**config.mk**
```make
export PLATFORM = sky130hd
export DESIGN_NAME = i2c_burst_engine
export DESIGN_NICKNAME = d
export VERILOG_FILES = /design/src/rtl/i2cb_pkg.sv /design/src/rtl/i2cb_cfg_reg.sv /design/src/rtl/i2cb_half_div.sv /design/src/rtl/i2cb_bit_seq.sv /design/src/rtl/i2c_burst_engine.sv
export SDC_FILE = /design/constraint.sdc
export NUM_CORES = 1
export LEC_CHECK = 0
export ABC_AREA = 1
export BUFFER_PORTS_ARGS = -buffer_cell sky130_fd_sc_hd__clkbuf_2
export CELL_PAD_IN_SITES_DETAIL_PLACEMENT = 0
export CELL_PAD_IN_SITES_GLOBAL_PLACEMENT = 1
export CORE_MARGIN = 4
export CORE_UTILIZATION = 42
export CTS_CLUSTER_DIAMETER = 30
export CTS_CLUSTER_SIZE = 14
export DETAILED_ROUTE_END_ITERATION = 10
export PLACE_DENSITY = 0.8
export RECOVER_POWER = 100
export REMOVE_ABC_BUFFERS = 1
export SYNTH_ARGS = -nofsm -noshare
export SYNTH_HDL_FRONTEND = slang
export SYNTH_SLANG_ARGS = --single-unit
export TNS_END_PERCENT = 1
```
**constraint.sdc**
```tcl
create_clock -name clk -period 2.55 [get_ports clk]
set_input_delay 0.255 -clock clk [delete_from_list [all_inputs] [get_ports clk]]
set_output_delay 0.255 -clock clk [all_outputs]
set_load 0.1 [all_outputs]
```
**src/rtl/i2cb_pkg.sv**
```systemverilog
package i2cb_pkg;

    localparam int LEN_W  = 3;
    localparam int SEL_W  = 3;
    localparam int CTL_W  = LEN_W + 1 + SEL_W;
    localparam int BYTE_W = 8;
    localparam int IDX_W  = 4;

    typedef enum logic [1:0] {
        SQ_IDLE = 2'd0,
        SQ_LOW  = 2'd1,
        SQ_HIGH = 2'd2,
        SQ_TAIL = 2'd3
    } sq_state_e;

    typedef struct packed {
        logic [LEN_W-1:0] len;
        logic             ack_en;
        logic [SEL_W-1:0] sel;
    } cfg_t;

endpackage

```
**src/rtl/i2cb_cfg_reg.sv**
```systemverilog
module i2cb_cfg_reg
    import i2cb_pkg::*;
(
    input  logic             clk,
    input  logic             rst_n,
    input  logic             soft_rst,
    input  logic             wr,
    input  logic [CTL_W-1:0] wdata,
    output cfg_t             cfg,
    output logic [CTL_W-1:0] rdata
);

    cfg_t cfg_d, cfg_q;

    always_comb begin
        cfg_d = cfg_q;
        if (wr) begin
            cfg_d = cfg_t'(wdata);
        end
    end

    always_ff @(posedge clk or negedge rst_n) begin
        if (!rst_n) begin
            cfg_q <= '0;
        end else begin
            cfg_q <= cfg_d;
        end
    end

    // Lowest position reports the software-reset monitor, not the written bit
    assign rdata = {cfg_q.len, cfg_q.ack_en, cfg_q.sel[SEL_W-1:1], ~soft_rst};
    assign cfg   = cfg_q;

endmodule

```
**src/rtl/i2cb_half_div.sv**
```systemverilog
module i2cb_half_div
    import i2cb_pkg::*;
#(
    parameter int N_BASE = 5
) (
    input  logic             clk,
    input  logic             rst_n,
    input  logic             load,
    input  logic             run,
    input  logic [SEL_W-1:0] sel,
    output logic             tick
);

    localparam int N_MAX = N_BASE + (2 ** SEL_W) - 2;
    localparam int CNT_W = N_MAX;

    typedef struct packed {
        logic [CNT_W-1:0] cnt;
    } div_t;

    div_t d_d, d_q;
    logic [CNT_W-1:0] half_m1;

    // Half of (2^n + 8) is 2^(n-1) + 4; the counter runs from that minus one down to zero
    always_comb begin
        half_m1 = CNT_W'((1 << (N_BASE - 1 + int'(sel))) + 3);
    end

    assign tick = run && (d_q.cnt == '0);

    always_comb begin
        d_d = d_q;
        if (load) begin
            d_d.cnt = half_m1;
        end else if (run) begin
            if (d_q.cnt == '0) begin
                d_d.cnt = half_m1;
            end else begin
                d_d.cnt = d_q.cnt - CNT_W'(1);
            end
        end
    end

    always_ff @(posedge clk or negedge rst_n) begin
        if (!rst_n) begin
            d_q <= '0;
        end else begin
            d_q <= d_d;
        end
    end

endmodule

```
**src/rtl/i2cb_bit_seq.sv**
```systemverilog
module i2cb_bit_seq
    import i2cb_pkg::*;
(
    input  logic              clk,
    input  logic              rst_n,
    input  logic              soft_rst,
    input  logic              start,
    input  cfg_t              cfg,
    input  logic [BYTE_W-1:0] tx_byte,
    input  logic              sda_i,
    input  logic              tick,
    output logic              load,
    output logic              busy,
    output logic              done,
    output logic              scl,
    output logic              sda,
    output logic [BYTE_W-1:0] rx_byte,
    output logic              ack_bit
);

    typedef struct packed {
        sq_state_e         st;
        logic [IDX_W-1:0]  idx;
        logic [IDX_W-1:0]  dlen;
        logic [IDX_W-1:0]  total;
        logic [BYTE_W-1:0] sh;
        logic [BYTE_W-1:0] rx;
        logic              ack;
        logic              scl;
        logic              sda;
        logic              done;
    } seq_t;

    seq_t s_d, s_q;
    logic             accept;
    logic [IDX_W-1:0] len_bits;
    logic [IDX_W-1:0] nxt_idx;

    always_comb begin
        len_bits = (cfg.len == '0) ? IDX_W'(BYTE_W) : IDX_W'(cfg.len);
        accept   = (s_q.st == SQ_IDLE) && start && !soft_rst && (cfg.sel != '1);
        nxt_idx  = s_q.idx + IDX_W'(1);
    end

    always_comb begin
        s_d      = s_q;
        s_d.done = 1'b0;
        unique case (s_q.st)
            SQ_IDLE: begin
                if (accept) begin
                    s_d.st    = SQ_LOW;
                    s_d.dlen  = len_bits;
                    s_d.total = len_bits + IDX_W'(cfg.ack_en);
                    s_d.idx   = '0;
                    s_d.sh    = tx_byte;
                    s_d.rx    = '0;
                    s_d.scl   = 1'b0;
                    s_d.sda   = tx_byte[BYTE_W-1];
                end
            end
            SQ_LOW: begin
                if (tick) begin
                    s_d.st  = SQ_HIGH;
                    s_d.scl = 1'b1;
                    if (s_q.idx < s_q.dlen) begin
                        s_d.rx = {s_q.rx[BYTE_W-2:0], sda_i};
                    end else begin
                        s_d.ack = sda_i;
                    end
                end
            end
            SQ_HIGH: begin
                if (tick) begin
                    s_d.scl = 1'b0;
                    if (nxt_idx == s_q.total) begin
                        s_d.st = SQ_TAIL;
                    end else begin
                        s_d.st  = SQ_LOW;
                        s_d.idx = nxt_idx;
                        s_d.sh  = s_q.sh << 1;
                        s_d.sda = (nxt_idx < s_q.dlen) ? s_q.sh[BYTE_W-2] : 1'b1;
                    end
                end
            end
            SQ_TAIL: begin
                if (tick) begin
                    s_d.st   = SQ_IDLE;
                    s_d.scl  = 1'b1;
                    s_d.sda  = 1'b1;
                    s_d.done = 1'b1;
                end
            end
            default: s_d.st = SQ_IDLE;
        endcase
        if (soft_rst) begin
            s_d.st   = SQ_IDLE;
            s_d.scl  = 1'b1;
            s_d.sda  = 1'b1;
            s_d.done = 1'b0;
        end
    end

    always_ff @(posedge clk or negedge rst_n) begin
        if (!rst_n) begin
            s_q       <= '0;
            s_q.st    <= SQ_IDLE;
            s_q.scl   <= 1'b1;
            s_q.sda   <= 1'b1;
        end else begin
            s_q <= s_d;
        end
    end

    assign load    = accept;
    assign busy    = (s_q.st != SQ_IDLE);
    assign done    = s_q.done;
    assign scl     = s_q.scl;
    assign sda     = s_q.sda;
    assign rx_byte = s_q.rx;
    assign ack_bit = s_q.ack;

endmodule

```
**src/rtl/i2c_burst_engine.sv**
```systemverilog
module i2c_burst_engine
    import i2cb_pkg::*;
#(
    parameter int N_BASE = 5
) (
    input  logic              clk,
    input  logic              rst_n,
    input  logic              soft_rst,
    input  logic              ctl_wr,
    input  logic [CTL_W-1:0]  ctl_wdata,
    output logic [CTL_W-1:0]  ctl_rdata,
    input  logic              start,
    input  logic [BYTE_W-1:0] tx_byte,
    input  logic              sda_i,
    output logic              scl_o,
    output logic              sda_o,
    output logic [BYTE_W-1:0] rx_byte,
    output logic              ack_bit,
    output logic              busy,
    output logic              done
);

    cfg_t cfg_w;
    logic tick_w;
    logic load_w;

    i2cb_cfg_reg u_cfg (
        .clk      (clk),
        .rst_n    (rst_n),
        .soft_rst (soft_rst),
        .wr       (ctl_wr),
        .wdata    (ctl_wdata),
        .cfg      (cfg_w),
        .rdata    (ctl_rdata)
    );

    i2cb_half_div #(.N_BASE(N_BASE)) u_div (
        .clk   (clk),
        .rst_n (rst_n),
        .load  (load_w),
        .run   (busy),
        .sel   (cfg_w.sel),
        .tick  (tick_w)
    );

    i2cb_bit_seq u_seq (
        .clk      (clk),
        .rst_n    (rst_n),
        .soft_rst (soft_rst),
        .start    (start),
        .cfg      (cfg_w),
        .tx_byte  (tx_byte),
        .sda_i    (sda_i),
        .tick     (tick_w),
        .load     (load_w),
        .busy     (busy),
        .done     (done),
        .scl      (scl_o),
        .sda      (sda_o),
        .rx_byte  (rx_byte),
        .ack_bit  (ack_bit)
    );

endmodule

```
==> Yosys cells after proc, flatten, opt, wreduce, memory -nomap -nowiden <==
Index checks and enable logic that the tools add are counted.
{ "word_totals": {"inputBits": 21, "regBits": 51, "output_inout_bits": 20} }
{ "classes": {"n_addsub": 5, "bitwise": 2, "magnitude_cmp": 2, "n_reduce_logical": 19, "eq_ne": 15, "shifts": 1, "mux": 29} }
{ "ops": {"columns": ["operator", "n"], "rows": [
  ["$mux 11", 3],
  ["$shl 1x32->11 const A", 1],
  ["$mux 30", 1],
  ["$ne 3x3->1 const B", 6],
  ["$pmux 8 s2", 1],
  ["$mux 7", 2],
  ["$pmux 7 s2", 1],
  ["$mux 2", 6],
  ["$reduce_and 4->1", 3],
  ["$add 11x3->11 const B", 1],
  ["$logic_not 11->1", 1],
  ["$sub 11x1->11 const B", 1],
  ["$mux 10", 1],
  ["$lt 4x4->1", 2],
  ["$mux 4", 2],
  ["$mux 8", 1],
  ["$ne 2x2->1 const B", 4],
  ["$pmux 2 s4", 1],
  ["$pmux 4 s2", 1],
  ["$reduce_bool 2->1", 4],
  ["$mux 3", 2],
  ["$mux 6", 1],
  ["$reduce_and 5->1", 1],
  ["$add 3x3->4 const A", 1],
  ["17 further kinds", 25]
]} }

==> Depth between registers and ports, before layout <==
Gate-level depths: netlist (run 1).
{ "depth": {"depth_word": 7, "ltp_mapped": 13} }

==> By module <==
Synthesis (run 1) repeated with hierarchy kept, for this count alone.
{ "unflattened": {"cells_unflattened": 403, "hier_area_um2": 3150.5} }
{ "by_module_without_submodules": {"columns": ["module", "n_inst", "cells_per_inst", "area_each_um2"], "rows": [
  ["i2cb_bit_seq", 1, 249, 2008.2],
  ["i2cb_half_div", 1, 117, 824.5],
  ["i2cb_cfg_reg", 1, 37, 317.8]
]} }

==> Worst setup path before layout (run 1) <==
No wires, ideal clock.
{ "synth_path": {"path_kind": "register to register", "from": "register u_seq.s_q[33] (netlist name)", "to": "register u_seq.s_q[28] (netlist name)", "n_path_buf": 1, "required_time_ps": 2474, "period_less_slack_ps": 2405, "stages_incl_launch_ff": 10, "t_arrival_ps": 2329, "path_slack_ps": 145, "path_cell_list": "dfrtp_1 inv_1 ha_1 clkinv_1 nand3_2 o21ai_2 nand3_2 buf_6 nand2_1 o21ai_1"} }
{ "synth_between": {"word_cells_on_any_way": 13} }
{ "synth_lines": {"columns": ["element", "line_no", "rtl"], "rows": [
  ["from (decl)", "i2cb_bit_seq.sv:34", "seq_t s_d, s_q;"],
  ["$reduce_bool 2->1", "i2cb_bit_seq.sv:115", "assign busy = (s_q.st != SQ_IDLE);"],
  ["named net busy", "i2c_burst_engine.sv:19", "output logic busy,"],
  ["$logic_and 1x1->1", "i2cb_half_div.sv:29", "assign tick = run && (d_q.cnt == '0);"],
  ["$ne 2x2->1 (no source line)", null, null],
  ["$reduce_and 4->1 (no source line)", null, null]
]} }
The timed path passes the listed nets, and every way through them passes these cells.
A chain may end at the register's enable or synchronous reset.

==> Worst setup path in the final report (run 1) <==
{ "layout_path": {"from": "register u_seq.s_q[33] (netlist name)", "to": "register u_seq.s_q, in the netlist u_seq.rx_byte[0]"} }
{ "layout_between": {"elab_chain_len": 6, "word_cells_on_any_way": 13} }
{ "layout_lines": {"columns": ["element", "line_no", "rtl"], "rows": [
  ["$logic_not 2->1", "i2cb_bit_seq.sv:41, i2cb_bit_seq.sv:48", null],
  ["$logic_and 1x1->1 (3 in a row)", "i2cb_bit_seq.sv:41", "accept = (s_q.st == SQ_IDLE) && start && !soft_rst && (cfg.sel != '1);"],
  ["$ne 2x2->1 (no source line)", null, null],
  ["$reduce_and 4->1 (no source line)", null, null]
]} }
Several ways; a longest one is shown, not always the timed one.

==> results.ini, run 1 <==
[outcome]
status = completed

[timing]
period_needed_ns = 2.247
finalCritPeriodShare_pct = 88.12
final.setup_skew_ns = 0.01042
fmax_mhz = 445.0
worst_pin_slew_ns = 1.236
fin_tns_setup_ns = 0
setup_ws_ns = 0.3028
rsz0062_at_grt = false
slew_headroom_pct = 17.63
setup-violations-final = 0
drv_slew = 0
hold_violations = 0

[clocking]
clock_path_buffers = 2
cts_sinks = 51
cts_resized = 0
cts_root_buf = clkbuf_8
cts_tree = yes
htreeDepth = 2
clk_latency_ns = 0.31
clk_pin_slew_ns = 0.10
cts_buffers = 5
postCtsSetupBuffers = 0

[flow_run]
maxCapViolCount = 0

[setup_path]
reg2regPathDepth = 11
cp-start-kind = flip-flop
critPathKind = flip-flop to flip-flop
arrival_ns = 2.45
critPathMaxFanout = 19
r2r_slack_ns = 0.30
crit_required_ns = 2.75
crit_chain = inv_1, ha_1, nand2_1, nor2_2, nand2_4, nand2_2, inv_4, a21oi_4, nand2_4, nand2_1, nand2_1
cp_common_cell = nand2_1
worst_path_max_delay_cell = dfrtp_1
worstSetupEndpointType = flip-flop
max_stage_delay_ns = 0.43

[synthesis]
synth_common_cells = 125 x nand2_1, 56 x inv_1, 49 x dfrtp_1, 40 x nand3_1, 30 x nor2_1
synthCells = 433
yosysMostFrequentCell = nand2_1
synthDistinctLibCells = 37
synth_top_area_cell = dfrtp_1
avgSynthCellArea_um2 = 7.397
synth_seq_cells = 51
synth_top_area_share_pct = 38.28
synth_edf_count = 0
synth.top_cells.by_area = dfrtp_1 38%, nand2_1 15%, inv_1 6.6%
synthFlopType = dfrtp_1
yosys_warnings = 0
seq_area_frac_synth_pct = 39.92
ys_async_sr_fraction_pct = 100.0
syn_area_um2 = 3203

[power]
vdd_drop_max_uv = 369.9
p_leak_nw = 1.729
cellPowerDensity_nw_per_um2 = 691.5

[global_routing]
antenna_found_initial = 0
track_usage_pct = 16.10
grt_pass1_wl_mm = 11.70
grt_pass1_vias = 2531
grt_max_degree = 24
grt_overflow = 0

[place]
dp_slack_ns = 0.3003
numPortBuffers = 40
placed_cell_area_um2 = 3393
hpwl_mm = 5.202
place_congestion = 0.8309
dp.cells = 552

[worst_hold_path]
hold_class = input pin to flip-flop
hold_depth = 3

[routing]
firstDrtPassIters = 4
wire_per_inst_um = 12.28
vias = 2713
antenna_left = 0
first_iter_violations = 163
wl_mm = 6.888
drc = 0
avgViaCountPerCell = 4.836

[floorplan]
initial_core_util_pct = 43.69
dieArea_um2 = 9088
io_pins = 41
fp.dieH_um = 95.33
rows = 31
core_um2 = 7331
die_w_um = 95.33

[cells_and_area]
utilization_pct = 47.11
syn2layout_area_growth_pct = 7.812
drive_above_1_share_pct = 10.39
antenna_cells = 0
finalNetCount = 498
register_area_um2 = 1279
finalNonFillerCells = 561
multiInputGateArea_um2 = 1528
fill_cells = 768
design_area_um2 = 3453

path summary, 6_finish.rpt:
kind                                                    from                           end
min in group asynchronous                              rst_n     u_seq.s_q[16]$_DFFE_PN0P_
worst max register to register     u_seq.s_q[33]$_DFFE_PN0P_  u_seq.rx_byte[0]$_DFFE_PN0P_
worst min register to register  u_seq.rx_byte[7]$_DFFE_PN0P_  u_seq.rx_byte[7]$_DFFE_PN0P_
worst max-delay path               u_seq.s_q[33]$_DFFE_PN0P_  u_seq.rx_byte[0]$_DFFE_PN0P_
worst min-delay path                            ctl_wdata[1]      u_cfg.cfg[1]$_DFFE_PN0P_
max in group asynchronous                              rst_n  u_seq.rx_byte[0]$_DFFE_PN0P_
power by group:
part / internal (mW) / switching (mW)
Sequential: 0.950 / 0.119
Combinational: 0.238 / 0.567
Clock: 0.222 / 0.291
Total: 1.41 / 0.977
state kept, by name, summed over array words and instances, names as in the netlist:
register	count
u_seq.s_q	21
u_seq.ack_bit	1
u_seq.done	1
u_seq.sda	1
u_cfg.cfg	7
u_div.d_q	11
u_seq.scl	1
u_seq.rx_byte	8
layout make-up:
type	instances	share of cell area, %
inverters	59	6.486
flip-flops and latches	51	37.03
clock buffers	6	2.391
well taps	99	3.587
clock inverters	2	0.4710
multi-input cells	300	44.24
repair buffers	44	5.797
layer usage:
| layer | GRT usage (%) | part of all wire, % |
|---|---|---|
| met5 | 0 | 0 |
| met1 | 22.66 | 50 |
| met4 | 4.688 | 1.4 |
| met3 | 2.841 | 5.5 |
| met2 | 25.31 | 44 |
worst max-delay path: cells and delay by family, from the launching register on:
family	cells	cell delay (ns)
AOI/OAI and AO/OA	1	0.27
adders and majority gates	1	0.29
DFF	1	0.43
buffers and inverters	2	0.27
and+or+nand+nor	7	0.86
logic make-up after synthesis:
logic type,after synthesis,synth area share (%)
AND/OR/NAND/NOR,222,30.51
multiplexers,1,0.3515
AO/OA/AOI/OAI,57,10.00
flip-flops,51,39.92
buffers and inverters,82,11.87
adder cells (fa/ha/maj),16,6.250
XOR/XNOR,4,1.094
per-stage QoR:
step	hold slack (ns)	power, mW
after global routing	0.1469	2.564
after floorplan	-0.04059	1.701
after global placement	0.1093	1.890
after detailed placement	0.1031	1.903
after CTS	0.1306	2.435
final	0.1405	2.388
cells in the final DEF (no fill, tap or decap), types with 2 or more instances in the layout:
cell and count:
a21oi_1 15, clkbuf_1 22, clkbuf_2 20, clkbuf_8 6, clkinv_1 2, dfrtp_1 49, dfstp_2 2, ha_1 16
inv_1 56, nand2_1 126, nand2_4 2, nand3_1 41, nand4_1 6, nor2_1 30, nor2_2 3, nor2_4 2
nor3_1 6, o21ai_0 34, or2_2 3, xor2_1 3
what timing repair did:
action,4_1_cts,5_1_grt
setup endpoints to repair,0,0
hold buffers,1,0
endpoints found under the hold margin,6,0
No activity file was read; power rests on OpenSTA's default activity.
==> inputs of run 2 (changes only) <==
--- a/config.mk
+++ b/config.mk
@@ -5,16 +5,15 @@
 export SDC_FILE = /design/constraint.sdc
 export NUM_CORES = 1
 export LEC_CHECK = 0
-export ABC_AREA = 1
+export ABC_AREA = 0
 export BUFFER_PORTS_ARGS = -buffer_cell sky130_fd_sc_hd__clkbuf_2
 export CELL_PAD_IN_SITES_DETAIL_PLACEMENT = 0
 export CELL_PAD_IN_SITES_GLOBAL_PLACEMENT = 1
-export CORE_MARGIN = 4
-export CORE_UTILIZATION = 42
+export CORE_UTILIZATION = 45
 export CTS_CLUSTER_DIAMETER = 30
 export CTS_CLUSTER_SIZE = 14
 export DETAILED_ROUTE_END_ITERATION = 10
-export PLACE_DENSITY = 0.8
+export PLACE_DENSITY = 0.81
 export RECOVER_POWER = 100
 export REMOVE_ABC_BUFFERS = 1
 export SYNTH_ARGS = -nofsm -noshare
==> results.ini, run 2 <==
[outcome]
status = complete, but fails checks
violations = max-capacitance violations, max-slew violations

[cells_and_area]
antenna_cells = 0  ; unchanged
syn2layout_area_growth_pct = 9.212
finalNonFillerCells = 459  ; -18%
layout_commonest_cell = nand2_1
final_cell_mix = 55 x nand2_1, 49 x dfrtp_1, 25 x clkbuf_1
finalNetCount = 399  ; -20%
top_register = u_seq.s_q
drive_above_1_share_pct = 19.56  ; +9.2 points
fill_cells = 683  ; -11%
design_area_um2 = 3501  ; +1.4%
largest_register_ffs = 21  ; unchanged

[synthesis]
synth_edf_count = 0  ; unchanged
synthCells = 331  ; -24%
synth_top_area_cell = dfrtp_1
syn_area_um2 = 3206  ; about the same
ys_async_sr_fraction_pct = 100.0  ; unchanged
synth_common_cells = 55 x nand2_1, 49 x dfrtp_1, 19 x mux2_2, 19 x o21ai_0
synth.top_cells.by_area = dfrtp_1 38%, mux2_2 6.7%, nand2_1 6.4%
yosysMostFrequentCell = nand2_1
synth_top_area_share_pct = 38.25  ; about the same
avgSynthCellArea_um2 = 9.685  ; +31%
synth_seq_cells = 51  ; unchanged
seq_area_frac_synth_pct = 39.89  ; about the same
yosys_warnings = 0  ; unchanged
synthDistinctLibCells = 64  ; +73%
synthFlopType = dfrtp_1

[timing]
final.setup_skew_ns = 0.006813  ; -0.003609 ns
worst_pin_slew_ns = 1.546  ; +0.3108 ns
rsz0062_at_grt = false
whs_ns = 0.1637  ; +0.02329 ns
slew_headroom_pct = -3.085  ; -21 points
fmax_mhz = 427.5  ; -3.9%
finalCritPeriodShare_pct = 91.73  ; +3.6 points
setup-violations-final = 0  ; unchanged
fin_tns_setup_ns = 0  ; unchanged
setup_ws_ns = 0.2109  ; -0.09191 ns
hold_violations = 0  ; unchanged
period_needed_ns = 2.339  ; +0.09191 ns
drv_slew = 29  ; +29

[floorplan]
io_pins = 41  ; unchanged
core_um2 = 6832  ; -6.8%
die_w_um = 86.40  ; -9.4%
fp.dieH_um = 86.40  ; -9.4%
initial_core_util_pct = 46.92  ; +3.2 points
dieArea_um2 = 7465  ; -18%
rows = 30  ; -3.2%

[clocking]
clock_path_buffers = 2  ; unchanged
cts_resized = 0  ; unchanged
clk_latency_ns = 0.31  ; about the same
cts_root_buf = clkbuf_8
cts_buffers = 5  ; unchanged
hold_buffers = 1  ; unchanged
cts_tree = yes
clk_pin_slew_ns = 0.10  ; about the same
postCtsSetupBuffers = 0  ; unchanged
cts_sinks = 51  ; unchanged
htreeDepth = 2  ; unchanged

[routing]
antenna_left = 0  ; unchanged
drc = 0  ; unchanged
wl_mm = 7.026  ; +2.0%
vias = 2519  ; -7.2%
first_iter_violations = 155  ; -4.9%
wire_per_inst_um = 15.31  ; +25%
avgViaCountPerCell = 5.488  ; +13%
firstDrtPassIters = 4  ; unchanged

[setup_path]
crit_chain = inv_1, ha_1, nor3b_1, nand4_4, a211oi_4, mux2_2, o21ai_0
crit_required_ns = 2.79  ; +0.04 ns
worstSetupEndpointType = flip-flop
r2r_slack_ns = 0.21  ; -0.09 ns
max_stage_delay_ns = 0.47  ; +0.04 ns
critPathKind = flip-flop to flip-flop
arrival_ns = 2.58  ; +0.13 ns
cp-start-kind = flip-flop
critPathMaxFanout = 9  ; -10
worst_path_max_delay_cell = a211oi_4

[power]
p_sw_mw = 1.350  ; +38%
vdd_drop_max_uv = 519.0  ; +40%
p_clk_share_pct = 17.2  ; -4.3 points
cellInternalPower_mw = 1.697  ; +20%
seq_power_share_pct = 39.8  ; -5.0 points
p_comb_share_pct = 43.0  ; +9.3 points
cellPowerDensity_nw_per_um2 = 870.3  ; +26%
swShare_pct = 44.30  ; +3.4 points
p_leak_nw = 1.574  ; -9.0%

[place]
dp.cells = 450  ; -18%
hpwl_mm = 5.293  ; +1.7%
place_congestion = 0.8010  ; -3.6%
numPortBuffers = 40  ; unchanged
dp_slack_ns = 0.2293  ; -0.07100 ns
placed_cell_area_um2 = 3450  ; +1.7%

[worst_hold_path]
hold_class = input pin to flip-flop

[global_routing]
antenna_found_initial = 0  ; unchanged
grt_overflow = 0  ; unchanged
grt_max_degree = 29  ; +21%
grt_pass1_vias = 2436  ; -3.8%
grt_pass1_wl_mm = 11.81  ; +0.88%
track_usage_pct = 20.33  ; +4.2 points

[flow_run]
maxCapViolCount = 1  ; +1

## run 2: cell count changes in the layout (fill, tap and decap cells not counted), sizes merged, moves of 5 or more
cell and delta:
mux2 +18, mux2i +11, nand2 -74, a21oi -10, a21o +5, o21ai -11, nor2 -18, buf +6
inv -44, nand3 -36
## run 2: area by class of cell
type	instances	area, µm²	share of cell area, %
Timing Repair Buffer	53	256.5	7.327
Clock inverter	1	7.507	0.2144
Multi-Input combinational cell	237	1689	48.25
Tap cell	96	120.1	3.431
Inverter	14	52.55	1.501
Sequential cell	51	1279	36.53
Clock buffer	7	96.34	2.752
## run 2: per-layer routing
layer  vias to the layer above  wire length (µm)  GRT usage [%]  part of all wire [%]
met5                         -                 0              0                     0
met4                         0                82          5.606                   1.2
met3                         9               218          3.619                   3.1
met2                        39              3326          33.98                    47
met1                      1236              3399          27.20                    48
li1                       1235                 -              -                     -
## run 2: power groups by stage
stage          combinational (mW)  sequential (mW)  clock (mW)
2_1_floorplan               0.869             1.35           0
4_1_cts                      1.35             1.22       0.543
5_1_grt                      1.43             1.24       0.571
6_report                     1.31             1.21       0.525
3_3_place_gp                 1.31             1.22           0
3_5_place_dp                 1.34             1.23           0
## run 2: cell families (layout without fill, tap and decap cells)
kind of cell,Yosys count,count (layout),synth area share (%)
compound gates,72,72,16.55
xor+xnor,9,9,2.927
fa+ha+maj,16,16,6.245
buf+inv,43,75,6.831
flops,51,51,39.89
mux,30,30,10.11
simple gates,110,110,17.45
## run 2: per-stage QoR
step                      util [%]  power [mW]
after global routing         51.25       3.239
after CTS                    52.16       3.104
after detailed placement     50.49       2.567
after floorplan                  -       2.220
after global placement       50.49       2.531
final                        51.25       3.047
## run 2: final timing paths
| check | from | to | cells past startpoint |
|---|---|---|---|
| worst max-delay path | u_div.d_q[0]$_DFFE_PN0N_ | u_seq.rx_byte[4]$_DFFE_PN0P_ | 7 |
| worst min-delay path | ctl_wdata[0] | u_cfg.cfg[0]$_DFFE_PN0P_ | 3 |
| worst max register to register | u_div.d_q[0]$_DFFE_PN0N_ | u_seq.rx_byte[4]$_DFFE_PN0P_ | 7 |
| worst min register to register | u_seq.s_q[21]$_DFFE_PN0P_ | u_seq.s_q[21]$_DFFE_PN0P_ | 2 |
| max in group asynchronous | rst_n | u_seq.s_q[12]$_DFFE_PN0P_ | 3 |
| min in group asynchronous | rst_n | u_div.d_q[8]$_DFFE_PN0N_ | 3 |
## run 2: worst max-delay path: cells and delay by family, from the launching register on
| kind | cells | cell delay, ns |
|---|---|---|
| simple gates | 2 | 0.64 |
| buf+inv | 1 | 0.13 |
| compound gates | 2 | 0.54 |
| mux | 1 | 0.38 |
| fa+ha+maj | 1 | 0.19 |
| flops | 1 | 0.39 |
==> inputs of run 3 (changes only) <==
--- a/config.mk
+++ b/config.mk
@@ -9,11 +9,12 @@
 export BUFFER_PORTS_ARGS = -buffer_cell sky130_fd_sc_hd__clkbuf_2
 export CELL_PAD_IN_SITES_DETAIL_PLACEMENT = 0
 export CELL_PAD_IN_SITES_GLOBAL_PLACEMENT = 1
+export CORE_MARGIN = 2
 export CORE_UTILIZATION = 45
 export CTS_CLUSTER_DIAMETER = 30
 export CTS_CLUSTER_SIZE = 14
 export DETAILED_ROUTE_END_ITERATION = 10
-export PLACE_DENSITY = 0.81
+export PLACE_DENSITY_LB_ADDON = 0.25
 export RECOVER_POWER = 100
 export REMOVE_ABC_BUFFERS = 1
 export SYNTH_ARGS = -nofsm -noshare
==> results.ini, run 3 (synthesis gave the netlist of run 2 again) <==
[routing]
firstDrtPassIters = 5  ; +1
vias = 2497  ; -0.87%
wire_per_inst_um = 14.95  ; -2.3%
first_iter_violations = 164  ; +5.8%
antenna_left = 0  ; unchanged
drc = 0  ; unchanged
wl_mm = 6.832  ; -2.8%
avgViaCountPerCell = 5.464  ; -0.44%

[clocking]
cts_sinks = 51  ; unchanged
postCtsSetupBuffers = 0  ; unchanged
cts_resized = 0  ; unchanged
cts_buffers = 5  ; unchanged
hold_buffers = 0  ; -1
clk_pin_slew_ns = 0.10  ; about the same
htreeDepth = 2  ; unchanged
cts_tree = yes
cts_root_buf = clkbuf_8
clock_path_buffers = 2  ; unchanged
clk_latency_ns = 0.31  ; about the same

[timing]
setup-violations-final = 0  ; unchanged
whs_ns = 0.1574  ; -0.006296 ns
fmax_mhz = 433.4  ; +1.4%
slew_headroom_pct = 6.437  ; +9.5 points
period_needed_ns = 2.307  ; -0.03197 ns
drv_slew = 0  ; -100%
hold_violations = 0  ; unchanged
fin_tns_setup_ns = 0  ; unchanged
finalCritPeriodShare_pct = 90.47  ; -1.3 points
worst_pin_slew_ns = 1.403  ; -0.1428 ns
final.setup_skew_ns = 0.008237  ; +0.001424 ns
rsz0062_at_grt = false
setup_ws_ns = 0.2429  ; +0.03197 ns

[floorplan]
io_pins = 41  ; unchanged
core_um2 = 6832  ; unchanged
initial_core_util_pct = 46.92  ; unchanged
fp.dieH_um = 88.40  ; +2.3%
dieArea_um2 = 7815  ; +4.7%
rows = 30  ; unchanged
die_w_um = 88.40  ; +2.3%

[flow_run]
maxCapViolCount = 0  ; -1

[setup_path]
crit_required_ns = 2.78  ; about the same
r2r_slack_ns = 0.24  ; +0.03 ns
critPathMaxFanout = 9  ; unchanged
endpoint = u_seq.rx_byte[3]$_DFFE_PN0P_
cp-startpoint = u_div.d_q[0]$_DFFE_PN0N_
reg2regPathDepth = 8  ; +1
worstSetupEndpointType = flip-flop
critPathKind = flip-flop to flip-flop
r2r-start = u_div.d_q[0]$_DFFE_PN0N_
reg2reg_to = u_seq.rx_byte[3]$_DFFE_PN0P_
cp-start-kind = flip-flop
arrival_ns = 2.54  ; -0.04 ns

[place]
hpwl_mm = 5.114  ; -3.4%
numPortBuffers = 40  ; unchanged
dp.cells = 449  ; -0.22%
dp_slack_ns = 0.2832  ; +0.05391 ns
place_congestion = 0.8605  ; +7.4%

[global_routing]
grt_pass1_vias = 2402  ; -1.4%
track_usage_pct = 19.24  ; -1.1 points
grt_overflow = 0  ; unchanged
grt_max_degree = 27  ; -6.9%
grt_pass1_wl_mm = 11.72  ; -0.75%
antenna_found_initial = 0  ; unchanged

[cells_and_area]
register_area_um2 = 1279  ; unchanged
multiInputGateArea_um2 = 1672  ; -1.0%
top_register = u_seq.s_q
drive_above_1_share_pct = 19.11  ; -0.45 points
layout_commonest_cell = nand2_1
largest_register_ffs = 21  ; unchanged
antenna_cells = 0  ; unchanged
finalNonFillerCells = 457  ; -0.44%
utilization_pct = 50.93  ; -0.31 points
finalNetCount = 397  ; -0.50%
syn2layout_area_growth_pct = 8.548
final_cell_mix = 55 x nand2_1, 49 x dfrtp_1, 24 x o21ai_0
fill_cells = 702  ; +2.8%

[worst_hold_path]
hold_class = input pin to flip-flop
hold_depth = 3  ; unchanged

[power]
vdd_drop_max_uv = 482.5  ; -7.0%
p_leak_nw = 1.575  ; about the same
cellPowerDensity_nw_per_um2 = 885.7  ; +1.8%

[outcome]
status = completed

## run 3: metrics by stage
stage                     instance area (µm²)  total power [mW]
after detailed placement                 3455             2.578
after CTS                                3567             3.163
after global routing                     3480             3.293
after floorplan                          3039             2.220
after global placement                   3455             2.562
final                                    3480             3.082
## run 3: how the worst min path moves through the flow
| stage | from | end | slack, ns |
|---|---|---|---|
| after detailed placement | rst_n | u_div.d_q[4]$_DFFE_PN0N_ | 0.35 |
| after CTS | rst_n | u_seq.rx_byte[3]$_DFFE_PN0P_ | 0.007 |
| final | ctl_wdata[0] | u_cfg.cfg[0]$_DFFE_PN0P_ | 0.16 |
| after floorplan | rst_n | u_cfg.cfg[0]$_DFFE_PN0P_ | -0.04 |
| after global placement | rst_n | u_div.d_q[4]$_DFFE_PN0N_ | 0.35 |
| after global routing | ctl_wdata[0] | u_cfg.cfg[0]$_DFFE_PN0P_ | 0.17 |
## run 3: per-layer routing
metal,routed length (µm),vias up,global-route usage (%)
met3,292,11,3.451
li1,-,1229,-
met5,0,-,0
met4,98,0,6.336
met2,3260,65,30.96
met1,3180,1192,26.41
## run 3: where the power goes
part | total [mW] | switching [mW] | internal [mW]
sequential | 1.21 | 0.195 | 1.01
clock | 0.571 | 0.279 | 0.293
combinational | 1.30 | 0.864 | 0.438
## run 3: layout make-up
class / instances / area share [%]
multi-input cells: 237 / 48.04
flip-flops and latches: 51 / 36.75
repair buffers: 51 / 7.012
well taps: 96 / 3.452
clock buffers: 5 / 1.978
inverters: 14 / 1.510
clock inverters: 3 / 1.259
## run 3: worst max-delay path, cell delays in order (launching register included)
cell      delay, ns
dfrtp_1        0.39
inv_1          0.13
ha_1           0.18
nor3b_1        0.45
nand4_4        0.22
a211oi_1       0.23
buf_4          0.23
mux2_2         0.34
o21ai_0        0.07
